### src/rtl/ldst_pkg.sv
package ldst_pkg;

  typedef enum logic [1:0] {
    CYC_N    = 2'b00,
    CYC_S    = 2'b01,
    CYC_I    = 2'b10,
    CYC_NONE = 2'b11
  } cycType_e;

  typedef enum logic [1:0] {
    SEQ_LOAD   = 2'd0,
    SEQ_LOADPC = 2'd1,
    SEQ_STORE  = 2'd2
  } seqCls_e;

  // strobes from control to datapath
  typedef struct packed {
    logic capture;   // latch a legal request
    logic dataCyc;   // current cycle is the data cycle
    logic finish;    // last cycle of the sequence
    logic abortEnd;  // sequence ends through an abort
    logic illegal;   // refused request accepted this cycle
  } ldstStrobe_t;

endpackage

### src/rtl/ldst_ctrl.sv
module ldst_ctrl
  import ldst_pkg::*;
#(
  parameter int IDX_W  = 4,
  parameter int PC_IDX = 15
) (
  input  logic             clk,
  input  logic             rstN,
  input  logic             reqValid,
  input  logic             reqLoad,
  input  logic             reqPre,
  input  logic             reqWb,
  input  logic             reqOffIsReg,
  input  logic [IDX_W-1:0] reqBaseIdx,
  input  logic [IDX_W-1:0] reqOffIdx,
  input  logic [IDX_W-1:0] reqDataIdx,
  input  logic             memAbort,
  output logic             busy,
  output cycType_e         memCycle,
  output ldstStrobe_t      strobe
);

  localparam int STEP_W = 3;
  localparam logic [IDX_W-1:0] PC_SEL = IDX_W'(PC_IDX);

  logic             running;
  seqCls_e          cls;
  logic [STEP_W-1:0] step;
  logic             accept, illegalReq, lastStep;

  function automatic logic [STEP_W-1:0] lenOf(input seqCls_e c);
    case (c)
      SEQ_LOAD:   lenOf = STEP_W'(3);
      SEQ_LOADPC: lenOf = STEP_W'(5);
      default:    lenOf = STEP_W'(2);
    endcase
  endfunction

  function automatic cycType_e cycAt(input seqCls_e c, input logic [STEP_W-1:0] s);
    cycAt = CYC_N;
    case (c)
      SEQ_LOAD:   cycAt = (s == 1) ? CYC_I : (s == 2) ? CYC_S : CYC_N;
      SEQ_LOADPC: cycAt = (s == 1) ? CYC_I : (s >= 3) ? CYC_S : CYC_N;
      default:    cycAt = CYC_N;
    endcase
  endfunction

  always_comb begin
    accept     = reqValid && !running;
    illegalReq = ((reqBaseIdx == PC_SEL) && (reqWb || !reqPre))
              || (reqOffIsReg && (reqOffIdx == PC_SEL))
              || (!reqPre && reqOffIsReg && (reqOffIdx == reqBaseIdx));
    lastStep   = running && (step == lenOf(cls) - STEP_W'(1));
    strobe.capture  = accept && !illegalReq;
    strobe.illegal  = accept && illegalReq;
    strobe.dataCyc  = running && (step == '0);
    strobe.abortEnd = strobe.dataCyc && memAbort;
    strobe.finish   = lastStep || strobe.abortEnd;
    memCycle = running ? cycAt(cls, step) : CYC_NONE;
    busy     = running;
  end

  always_ff @(posedge clk or negedge rstN) begin
    if (!rstN) begin
      running <= 1'b0;
      step    <= '0;
      cls     <= SEQ_LOAD;
    end else if (strobe.capture) begin
      running <= 1'b1;
      step    <= '0;
      cls     <= !reqLoad ? SEQ_STORE :
                 (reqDataIdx == PC_SEL) ? SEQ_LOADPC : SEQ_LOAD;
    end else if (running) begin
      if (strobe.finish) begin
        running <= 1'b0;
        step    <= '0;
      end else begin
        step <= step + STEP_W'(1);
      end
    end
  end

  // after an abort no further bus cycle is issued
  a_r5_abort_stops_bus: assert property (@(posedge clk) disable iff (!rstN)
    strobe.abortEnd |=> (memCycle == CYC_NONE));

  // every sequence opens with an N data cycle
  a_r6_data_cycle_n: assert property (@(posedge clk) disable iff (!rstN)
    strobe.capture |=> (memCycle == CYC_N));

endmodule

### src/rtl/ldst_dpath.sv
module ldst_dpath
  import ldst_pkg::*;
#(
  parameter int DATA_W       = 32,
  parameter int IDX_W        = 4,
  parameter int PC_IDX       = 15,
  parameter int PC_BASE_ADJ  = 8,
  parameter int PC_STORE_ADJ = 12
) (
  input  logic              clk,
  input  logic              rstN,
  input  ldstStrobe_t       strobe,
  input  logic              reqLoad,
  input  logic              reqPre,
  input  logic              reqUp,
  input  logic              reqWb,
  input  logic [IDX_W-1:0]  reqBaseIdx,
  input  logic [IDX_W-1:0]  reqDataIdx,
  input  logic [DATA_W-1:0] reqBase,
  input  logic [DATA_W-1:0] reqOffset,
  input  logic [DATA_W-1:0] reqStoreData,
  input  logic [DATA_W-1:0] reqPc,
  input  logic [DATA_W-1:0] memRdata,
  output logic [DATA_W-1:0] memAddr,
  output logic [DATA_W-1:0] memWdata,
  output logic              memWrite,
  output logic              doneValid,
  output logic              doneAbort,
  output logic              doneIllegal,
  output logic              rdWe,
  output logic [IDX_W-1:0]  rdIdx,
  output logic [DATA_W-1:0] rdData,
  output logic              wbWe,
  output logic [IDX_W-1:0]  wbIdx,
  output logic [DATA_W-1:0] wbData
);

  localparam int BSEL_W = $clog2(DATA_W / 8);
  localparam logic [IDX_W-1:0] PC_SEL = IDX_W'(PC_IDX);

  logic [DATA_W-1:0] baseEff, modAddr, storeEff;
  logic [DATA_W-1:0] addrQ, wbValQ, storeQ, rdBufQ;
  logic              isLoadQ, doWbQ;
  logic [IDX_W-1:0]  dataIdxQ, baseIdxQ;

  function automatic logic [DATA_W-1:0] rotR(input logic [DATA_W-1:0] w,
                                              input logic [BSEL_W-1:0] sel);
    logic [2*DATA_W-1:0] dbl;
    dbl  = {w, w} >> (int'(sel) * 8);
    rotR = dbl[DATA_W-1:0];
  endfunction

  always_comb begin
    baseEff  = (reqBaseIdx == PC_SEL) ? reqPc + DATA_W'(PC_BASE_ADJ) : reqBase;
    modAddr  = reqUp ? baseEff + reqOffset : baseEff - reqOffset;
    storeEff = (reqDataIdx == PC_SEL) ? reqPc + DATA_W'(PC_STORE_ADJ) : reqStoreData;
    memAddr  = addrQ;
    memWdata = storeQ;
    memWrite = strobe.dataCyc && !isLoadQ;
  end

  // request latch and read capture
  always_ff @(posedge clk or negedge rstN) begin
    if (!rstN) begin
      addrQ    <= '0;
      wbValQ   <= '0;
      storeQ   <= '0;
      rdBufQ   <= '0;
      isLoadQ  <= 1'b0;
      doWbQ    <= 1'b0;
      dataIdxQ <= '0;
      baseIdxQ <= '0;
    end else begin
      if (strobe.capture) begin
        addrQ    <= reqPre ? modAddr : baseEff;
        wbValQ   <= modAddr;
        storeQ   <= storeEff;
        isLoadQ  <= reqLoad;
        doWbQ    <= reqWb || !reqPre;
        dataIdxQ <= reqDataIdx;
        baseIdxQ <= reqBaseIdx;
      end
      if (strobe.dataCyc && isLoadQ) begin
        rdBufQ <= rotR(memRdata, addrQ[BSEL_W-1:0]);
      end
    end
  end

  // completion report
  always_ff @(posedge clk or negedge rstN) begin
    if (!rstN) begin
      doneValid   <= 1'b0;
      doneAbort   <= 1'b0;
      doneIllegal <= 1'b0;
      rdWe        <= 1'b0;
      wbWe        <= 1'b0;
      rdIdx       <= '0;
      rdData      <= '0;
      wbIdx       <= '0;
      wbData      <= '0;
    end else begin
      doneValid   <= strobe.finish || strobe.illegal;
      doneIllegal <= strobe.illegal;
      doneAbort   <= strobe.finish && strobe.abortEnd;
      rdWe        <= strobe.finish && !strobe.abortEnd && isLoadQ;
      wbWe        <= strobe.finish && !strobe.abortEnd && doWbQ
                     && !(isLoadQ && (dataIdxQ == baseIdxQ));
      if (strobe.finish) begin
        rdIdx  <= dataIdxQ;
        rdData <= rdBufQ;
        wbIdx  <= baseIdxQ;
        wbData <= wbValQ;
      end
    end
  end

  // an aborted transfer commits nothing
  a_r5_abort_no_commit: assert property (@(posedge clk) disable iff (!rstN)
    doneAbort |-> (!rdWe && !wbWe));

  // loaded value and base update never aim at the same register
  a_r12_no_dual_target: assert property (@(posedge clk) disable iff (!rstN)
    (rdWe && wbWe) |-> (rdIdx != wbIdx));

  // a refused request carries no register update
  a_r4_illegal_no_commit: assert property (@(posedge clk) disable iff (!rstN)
    doneIllegal |-> (!rdWe && !wbWe && !doneAbort));

endmodule

### src/rtl/ldst_sequencer.sv
module ldst_sequencer
  import ldst_pkg::*;
#(
  parameter int DATA_W       = 32,
  parameter int IDX_W        = 4,
  parameter int PC_IDX       = 15,
  parameter int PC_BASE_ADJ  = 8,
  parameter int PC_STORE_ADJ = 12
) (
  input  logic              clk,
  input  logic              rstN,
  input  logic              reqValid,
  input  logic              reqLoad,
  input  logic              reqPre,
  input  logic              reqUp,
  input  logic              reqWb,
  input  logic              reqOffIsReg,
  input  logic [IDX_W-1:0]  reqBaseIdx,
  input  logic [IDX_W-1:0]  reqOffIdx,
  input  logic [IDX_W-1:0]  reqDataIdx,
  input  logic [DATA_W-1:0] reqBase,
  input  logic [DATA_W-1:0] reqOffset,
  input  logic [DATA_W-1:0] reqStoreData,
  input  logic [DATA_W-1:0] reqPc,
  output logic              busy,
  output logic [DATA_W-1:0] memAddr,
  output logic [DATA_W-1:0] memWdata,
  output logic              memWrite,
  output logic [1:0]        memCycle,
  input  logic [DATA_W-1:0] memRdata,
  input  logic              memAbort,
  output logic              doneValid,
  output logic              doneAbort,
  output logic              doneIllegal,
  output logic              rdWe,
  output logic [IDX_W-1:0]  rdIdx,
  output logic [DATA_W-1:0] rdData,
  output logic              wbWe,
  output logic [IDX_W-1:0]  wbIdx,
  output logic [DATA_W-1:0] wbData
);

  ldstStrobe_t strobe;
  cycType_e    cycT;

  assign memCycle = cycT;

  ldst_ctrl #(.IDX_W(IDX_W), .PC_IDX(PC_IDX)) i_ctrl (
    .clk(clk), .rstN(rstN), .reqValid(reqValid), .reqLoad(reqLoad),
    .reqPre(reqPre), .reqWb(reqWb), .reqOffIsReg(reqOffIsReg),
    .reqBaseIdx(reqBaseIdx), .reqOffIdx(reqOffIdx), .reqDataIdx(reqDataIdx),
    .memAbort(memAbort), .busy(busy), .memCycle(cycT), .strobe(strobe)
  );

  ldst_dpath #(
    .DATA_W(DATA_W), .IDX_W(IDX_W), .PC_IDX(PC_IDX),
    .PC_BASE_ADJ(PC_BASE_ADJ), .PC_STORE_ADJ(PC_STORE_ADJ)
  ) i_dpath (
    .clk(clk), .rstN(rstN), .strobe(strobe), .reqLoad(reqLoad),
    .reqPre(reqPre), .reqUp(reqUp), .reqWb(reqWb), .reqBaseIdx(reqBaseIdx),
    .reqDataIdx(reqDataIdx), .reqBase(reqBase), .reqOffset(reqOffset),
    .reqStoreData(reqStoreData), .reqPc(reqPc), .memRdata(memRdata),
    .memAddr(memAddr), .memWdata(memWdata), .memWrite(memWrite),
    .doneValid(doneValid), .doneAbort(doneAbort), .doneIllegal(doneIllegal),
    .rdWe(rdWe), .rdIdx(rdIdx), .rdData(rdData), .wbWe(wbWe),
    .wbIdx(wbIdx), .wbData(wbData)
  );

  // a write strobe only ever appears in an N cycle
  a_r8_write_in_n: assert property (@(posedge clk) disable iff (!rstN)
    memWrite |-> (memCycle == 2'b00));

  // an abort report follows an N cycle that saw the abort line high
  a_r5_abort_source: assert property (@(posedge clk) disable iff (!rstN)
    doneAbort |-> ($past(memCycle) == 2'b00 && $past(memAbort)));

  // a refused request leaves the bus idle
  a_r4_illegal_no_bus: assert property (@(posedge clk) disable iff (!rstN)
    doneIllegal |-> ($past(memCycle) == 2'b11));

  // no completion while a sequence is still running
  a_r10_no_done_busy: assert property (@(posedge clk) disable iff (!rstN)
    busy |-> !doneValid);

endmodule

### config.mk
export PLATFORM = sky130hd
export DESIGN_NAME = ldst_sequencer
export DESIGN_NICKNAME = d
export VERILOG_FILES = /design/src/rtl/ldst_pkg.sv /design/src/rtl/ldst_ctrl.sv /design/src/rtl/ldst_dpath.sv /design/src/rtl/ldst_sequencer.sv
export SDC_FILE = /design/constraint.sdc
export NUM_CORES = 1
export LEC_CHECK = 0
export ABC_AREA = 1
export BUFFER_PORTS_ARGS = -buffer_cell sky130_fd_sc_hd__buf_4
export CORE_MARGIN = 10
export CORE_UTILIZATION = 58
export DETAILED_ROUTE_END_ITERATION = 12
export PLACE_DENSITY = 0.85
export SLEW_MARGIN = 20
export SYNTH_ARGS = -nofsm -noshare
export SYNTH_HDL_FRONTEND = slang
export SYNTH_SLANG_ARGS = --single-unit
### constraint.sdc
create_clock -name clk -period 4.1 [get_ports clk]
set_clock_uncertainty 0.05 [all_clocks]
set_input_delay 0.615 -clock clk [delete_from_list [all_inputs] [get_ports clk]]
set_output_delay 0.615 -clock clk [all_outputs]
set_load 0.005 [all_outputs]
# Yosys cells after proc, flatten, opt, wreduce, memory -nomap -nowiden

Index checks and enable logic that the tools add are counted.
Widths: inputs -> output; s select.

Flip-flop bits (word level): 221
Output and inout bits: 145
Logic and storage cells: 88

Add/sub/neg operators: 6
Order comparisons: 1
Equal/unequal tests: 9
Shift operators: 1
Multiplexer cells: 19
Reductions and logical operators: 32

Operators by type and width:

| operator              | number |
|---|---|
| $mux 32               | 4 |
| $add 32x4->32 const B | 2 |
| $shr 64x5->32         | 1 |
| $add 32x32->32        | 1 |
| $sub 32x32->32        | 1 |
| $logic_and 1x1->1     | 18 |
| $eq 4x4->1 const B    | 3 |
| $mux 3                | 3 |
| $eq 4x4->1            | 2 |
| $mux 2                | 4 |
| $logic_not 1->1       | 6 |
| $mux 1                | 6 |
| $pmux 3 s2            | 1 |
| $logic_or 1x1->1      | 5 |
| $pmux 2 s2            | 1 |
| $add 3x1->3 const B   | 1 |
| $eq 3x1->1 const B    | 1 |
| $eq 3x2->1 const B    | 1 |
| $eq 3x3->1            | 1 |
| $ge 3x2->1 const B    | 1 |
| $logic_not 3->1       | 1 |
| $sub 3x1->3 const B   | 1 |
| $eq 2x1->1 const B    | 1 |
| $logic_not 2->1       | 1 |
| $reduce_bool 2->1     | 1 |

# Longest topological paths before layout

Word-level depth: 9
Depth in mapped cells: 24

# Hierarchy

A second synthesis with hierarchy kept.

Cell total of the unflattened synthesis: 1959
Area total of the unflattened synthesis: 14091.0 um^2

Modules (own cells, without submodules):

| module     | times used | cells each | area an instance (um^2) |
|---|---|---|---|
| ldst_dpath | 1          | 1865       | 13467.9 |
| ldst_ctrl  | 1          | 94         | 623.1 |

# Worst setup path before layout

Ideal clock, no wire load.

Kind: input-to-reg
Start: input reqOffset[1]
End: register i_dpath.addrQ[31] (netlist: i_dpath.memAddr[31])
Arrival: 2948 ps
Data required time: 3934 ps
Path slack: 986 ps
Stages: 22
Path buffers: 0
Path through: inv_1 -> ha_1 -> nand4_1 -> nor2_1 -> nand3_1 -> nor2_1 -> nand3_1 -> nand2_1 -> o21ai_0 -> xor2_1 -> ha_1 -> nand2_1 -> nand2_1 -> o21bai_1 -> a21oi_1 -> nand2_1 -> a21oi_1 -> inv_1 -> nand2_1 -> nand3_1 -> nand2_1 -> nand2_1

Cells in the longest elaborated chain, start to end: 3
Elaborated cells between the ends (all ways): 4

RTL lines:

| what                                             | line                 | RTL |
|---|---|---|
| from (decl)                                      | ldst_sequencer.sv:22 | `input logic [DATA_W-1:0] reqOffset,` |
| $sub 32x32->32 or $add 32x32->32 (tied branches) | ldst_dpath.sv:55     | `modAddr = reqUp ? baseEff + reqOffset : baseEff - reqOffset;` |
| $mux 32 (*)                                      | ldst_dpath.sv:55     |  |
| $mux 32 (*)                                      | ldst_dpath.sv:75     | `addrQ <= reqPre ? modAddr : baseEff;` |
| to (signal assigned)                             | ldst_dpath.sv:75     |  |
| to (decl)                                        | ldst_dpath.sv:42     | `logic [DATA_W-1:0] addrQ, wbValQ, storeQ, rdBufQ;` |

Mark *: on every way between the ends. The rest lies on a longest branch, timed or not.
A chain may end at the register's enable or synchronous reset.

# Worst setup path in the final report

Start: input reqOffset[0]
End: register i_dpath.addrQ[15] (netlist: i_dpath.memAddr[15])

Same word-level chain as after synthesis.

==> results.json <==
{
  "cts-root-buf": "clkbuf_16",
  "final_cells": 2607,
  "worstMarginPinSlew_ns": 1.11,
  "cts_tree": "yes",
  "place_inst": 2563,
  "cts_made_buffers": 24,
  "synth_warnings": 0,
  "grt_first_pass_wirelength_mm": 85.7,
  "hpwl_mm": 41.8,
  "p_sw_share_pct": 41.6,
  "ys_seq_area_share_pct": 38.9,
  "path_max_fanout": 5,
  "setup_viol": 0,
  "die_y_um": 176,
  "first_global_vias": 15200,
  "drive_gt1_share_pct": 20.1,
  "ys_ff_latch": 221,
  "min_path_type": "primary input to async pin",
  "post_cts_buffers": 0,
  "rsz0062_at_grt": "no",
  "clkLatencyLatePin_ns": 0.52,
  "p_sw_uw": 4740,
  "critPathArrivalTime_ns": 3.92,
  "syn_to_final_growth_pct": 25.1,
  "finalCritPeriodShare_pct": 86.6,
  "fillCellCount": 1827,
  "startpoint_type": "primary input",
  "yosysTopAreaCell": "dfrtp_1",
  "synthSimpleGateAreaFrac_pct": 29.3,
  "p_int_uw": 6650,
  "wirelength_mm": 56.3,
  "maxCapViolCount": 0,
  "holdBufCountCts": 0,
  "peakVddDrop_mv": 0.474,
  "syn_nets": 2189,
  "syn_inst": 1966,
  "fmax_ghz": 0.282,
  "remaining_drc_errors": 0,
  "comb_power_share_pct": 44.1,
  "required_ns": 4.46,
  "crit_type": "primary input to flop",
  "muxShareOfSynthArea_pct": 2.25,
  "p_clk_share_pct": 20.8,
  "grt_start_max_net_pins": 115,
  "avgViaCountPerCell": 5.90,
  "clk_pin_slew_ns": 0.07,
  "cpMostUsedCell": "nand2_1",
  "cts_buffer_depth": 3,
  "r2r_slack_ns": 1.07,
  "post-route-min-period_ns": 3.55,
  "final-hold-violation-count": 0,
  "grt_antenna_before_repair": 2,
  "n_antenna_cell": 0,
  "met1_usage_pct": 43.8,
  "grtUsageMet3_pct": 8.59,
  "clock-sinks": 221,
  "finalSetupTns_ns": 0,
  "ios": 326,
  "globalRouteMet2Util_pct": 55.7,
  "worst_path_max_delay_cell": "xnor2_1",
  "io_buffers": 325,
  "synth_adder_area_share_pct": 3.75,
  "htree_levels": 1,
  "grt_usage_pct": 34.7,
  "syn-cell-area_mm2": 0.0142,
  "vias": 15400,
  "synth_xor_area_share_pct": 5.30,
  "drt_iter0_drc": 2012,
  "drtPass1Iterations": 6,
  "wire_per_inst_um": 21.6,
  "place_congestion": 1.07,
  "crit_family": "simple AND/OR/NAND/NOR gates",
  "outcome": "completed",
  "cts_resized": 0,
  "power.density_mw_per_mm2": 641,
  "final_net_count": 2488,
  "relSlewSlack_pct": 26.1,
  "row_count": 57,
  "drv_slew": 0,
  "core_area_mm2": 0.0242,
  "pwr-share-seq_pct": 35.1,
  "p_leak_uw": 0.00920,
  "synth_top_family_by_area": "simple AND/OR/NAND/NOR gates",
  "synth_cell_types": 53,
  "end_kind": "flop",
  "die_area_mm2": 0.0312,
  "ant_nets": 0,
  "ys_top_cells_by_area": "dfrtp_1 (39%), nand2_1 (17%), o21ai_0 (7.0%), inv_1 (4.9%), nand3_1 (4.0%)",
  "globalRouteOverflowTotal": 0,
  "crit_buf_inv": 2,
  "initial_core_util_pct": 58.8,
  "netlist.area_leader.share_pct": 38.9,
  "syn_avg_cell_area_um2": 7.23,
  "cp_slowest_stage_delay_ns": 0.42,
  "worstPathCellList": "buf_4, inv_1, ha_1, nand4_1, nor3_1, nand2_1, nor3_1, nand3_1, nand2_1, xnor2_1, ha_1, a21oi_1, o21ai_0, a21oi_1, nand2_1, xnor2_1, nand2_1, o211ai_1, nand2_1",
  "die_w_um": 176,
  "top_usage_layer": "met2",
  "synth_compound_area_share_pct": 12.6
}
[cell type report]
| class | instances | area (um^2) | area share, % |
|---|---|---|---|
| flip-flops and latches | 221 | 5530 | 31.1 |
| repair buffers | 352 | 2680 | 15.0 |
| well taps | 324 | 405 | 2.28 |
| multi-input cells | 1473 | 7580 | 42.6 |
| clock inverters | 11 | 141 | 0.795 |
| inverters | 193 | 728 | 4.10 |
| clock buffers | 33 | 716 | 4.03 |
[kinds of logic after synthesis]
kind of cell,after synthesis
and+or+nand+nor,982
buffers and inverters,272
muxes,32
DFF,221
AOI/OAI and AO/OA,331
xor gates and xnor gates,86
adders and majority gates,42
[final timing paths]
check | startpoint | cells past startpoint | endpoint
max | reqOffset[0] | 19 | i_dpath.memAddr[15]$_DFFE_PN0P_
min | rstN | 1 | i_dpath.rdData[18]$_DFFE_PN0P_
max reg2reg | i_ctrl.cls[0]$_DFFE_PN0P_ | 8 | i_ctrl.step[2]$_DFFE_PN0P_
min reg2reg | i_dpath.memWdata[11]$_DFFE_PN0P_ | 2 | i_dpath.memWdata[11]$_DFFE_PN0P_
max in group asynchronous | rstN | 2 | i_dpath.rdData[24]$_DFFE_PN0P_
min in group clk | reqStoreData[24] | 3 | i_dpath.memWdata[24]$_DFFE_PN0P_
[power groups by stage]
stage | logic [uW] | registers (uW) | clock network (uW)
after floorplan | 2690 | 3750 | 0
after global placement | 4620 | 3910 | 0
after detailed placement | 4800 | 3940 | 0
after CTS | 4980 | 3960 | 2370
after global routing | 5500 | 4080 | 2450
final | 5030 | 4000 | 2370
[synth_stat cells, drive strengths merged]
cell type / count
clkbuf: 34
mux2i: 32
xor2: 60
nand3: 114
nor2: 143
nand3b: 6
o21a: 10
nor4: 4
o31ai: 5
o2111ai: 1
ha: 41
o41ai: 1
o21ai: 215
o221ai: 1
nor3b: 1
buf: 45
fa: 1
a21oi: 69
clkinv: 2
o211ai: 14
nor3: 21
dfrtp: 221
o21bai: 9
or2: 6
xnor2: 26
a21boi: 2
a31oi: 2
nand2b: 1
inv: 191
o22ai: 2
nand2: 672
nand4: 14
[placed cells by master (no fill, tap or decap), types with 8 or more instances in the layout]
cell,instances
nand2_2,10
o21a_1,10
buf_4,349
o21ai_1,15
nor2_4,9
nor2_1,120
clkbuf_16,25
o211ai_1,14
nand4_1,14
o21ai_0,198
nor2_2,13
nand2_1,656
xor2_1,60
nor3_1,19
xnor2_1,26
ha_1,41
nand3_1,113
dfrtp_1,220
o21bai_1,8
inv_1,184
a21oi_1,67
mux2i_1,32
[flip-flops by register name (all words and copies together), names as in the netlist, 2 cells and up]
| name | count |
|---|---|
| i_dpath.wbIdx | 4 |
| i_dpath.memAddr | 32 |
| i_ctrl.cls | 2 |
| i_dpath.memWdata | 32 |
| i_dpath.dataIdxQ | 4 |
| i_ctrl.step | 3 |
| i_dpath.rdData | 32 |
| i_dpath.wbValQ | 32 |
| i_dpath.wbData | 32 |
| i_dpath.baseIdxQ | 4 |
| i_dpath.rdBufQ | 32 |
| i_dpath.rdIdx | 4 |
[through the flow]
| step | utilization [%] | total power [uW] | instance area [um^2] | setup WS [ns] | hold slack [ns] |
|---|---|---|---|---|---|
| 2_1_floorplan | - | 6440 | 14200 | 0.986 | 0.269 |
| 3_3_place_gp | 70.0 | 8530 | 16900 | 0.166 | 0.405 |
| 3_5_place_dp | 70.0 | 8740 | 16900 | 0.189 | 0.410 |
| 4_1_cts | 73.5 | 11300 | 17800 | 0.696 | 0.107 |
| 5_1_grt | 73.5 | 12000 | 17800 | 0.213 | 0.125 |
| 6_report | 73.5 | 11400 | 17800 | 0.549 | 0.0521 |
[per-layer routing]
layer	wire length (um)	vias up
met5	27	-
met4	2820	4
met3	6140	182
met2	25600	1003
met1	21700	7285
li1	-	6901
[worst register-to-register path: stages (launching register included)]
cell	delay [ns]
dfrtp_1	0.44
nor2_1	0.24
xor2_1	0.10
nand4_1	0.16
nand2_2	0.45
clkinv_2	0.12
buf_4	0.83
nand2_1	0.29
o22ai_1	0.26
No activity file was read; power rests on OpenSTA's default activity.
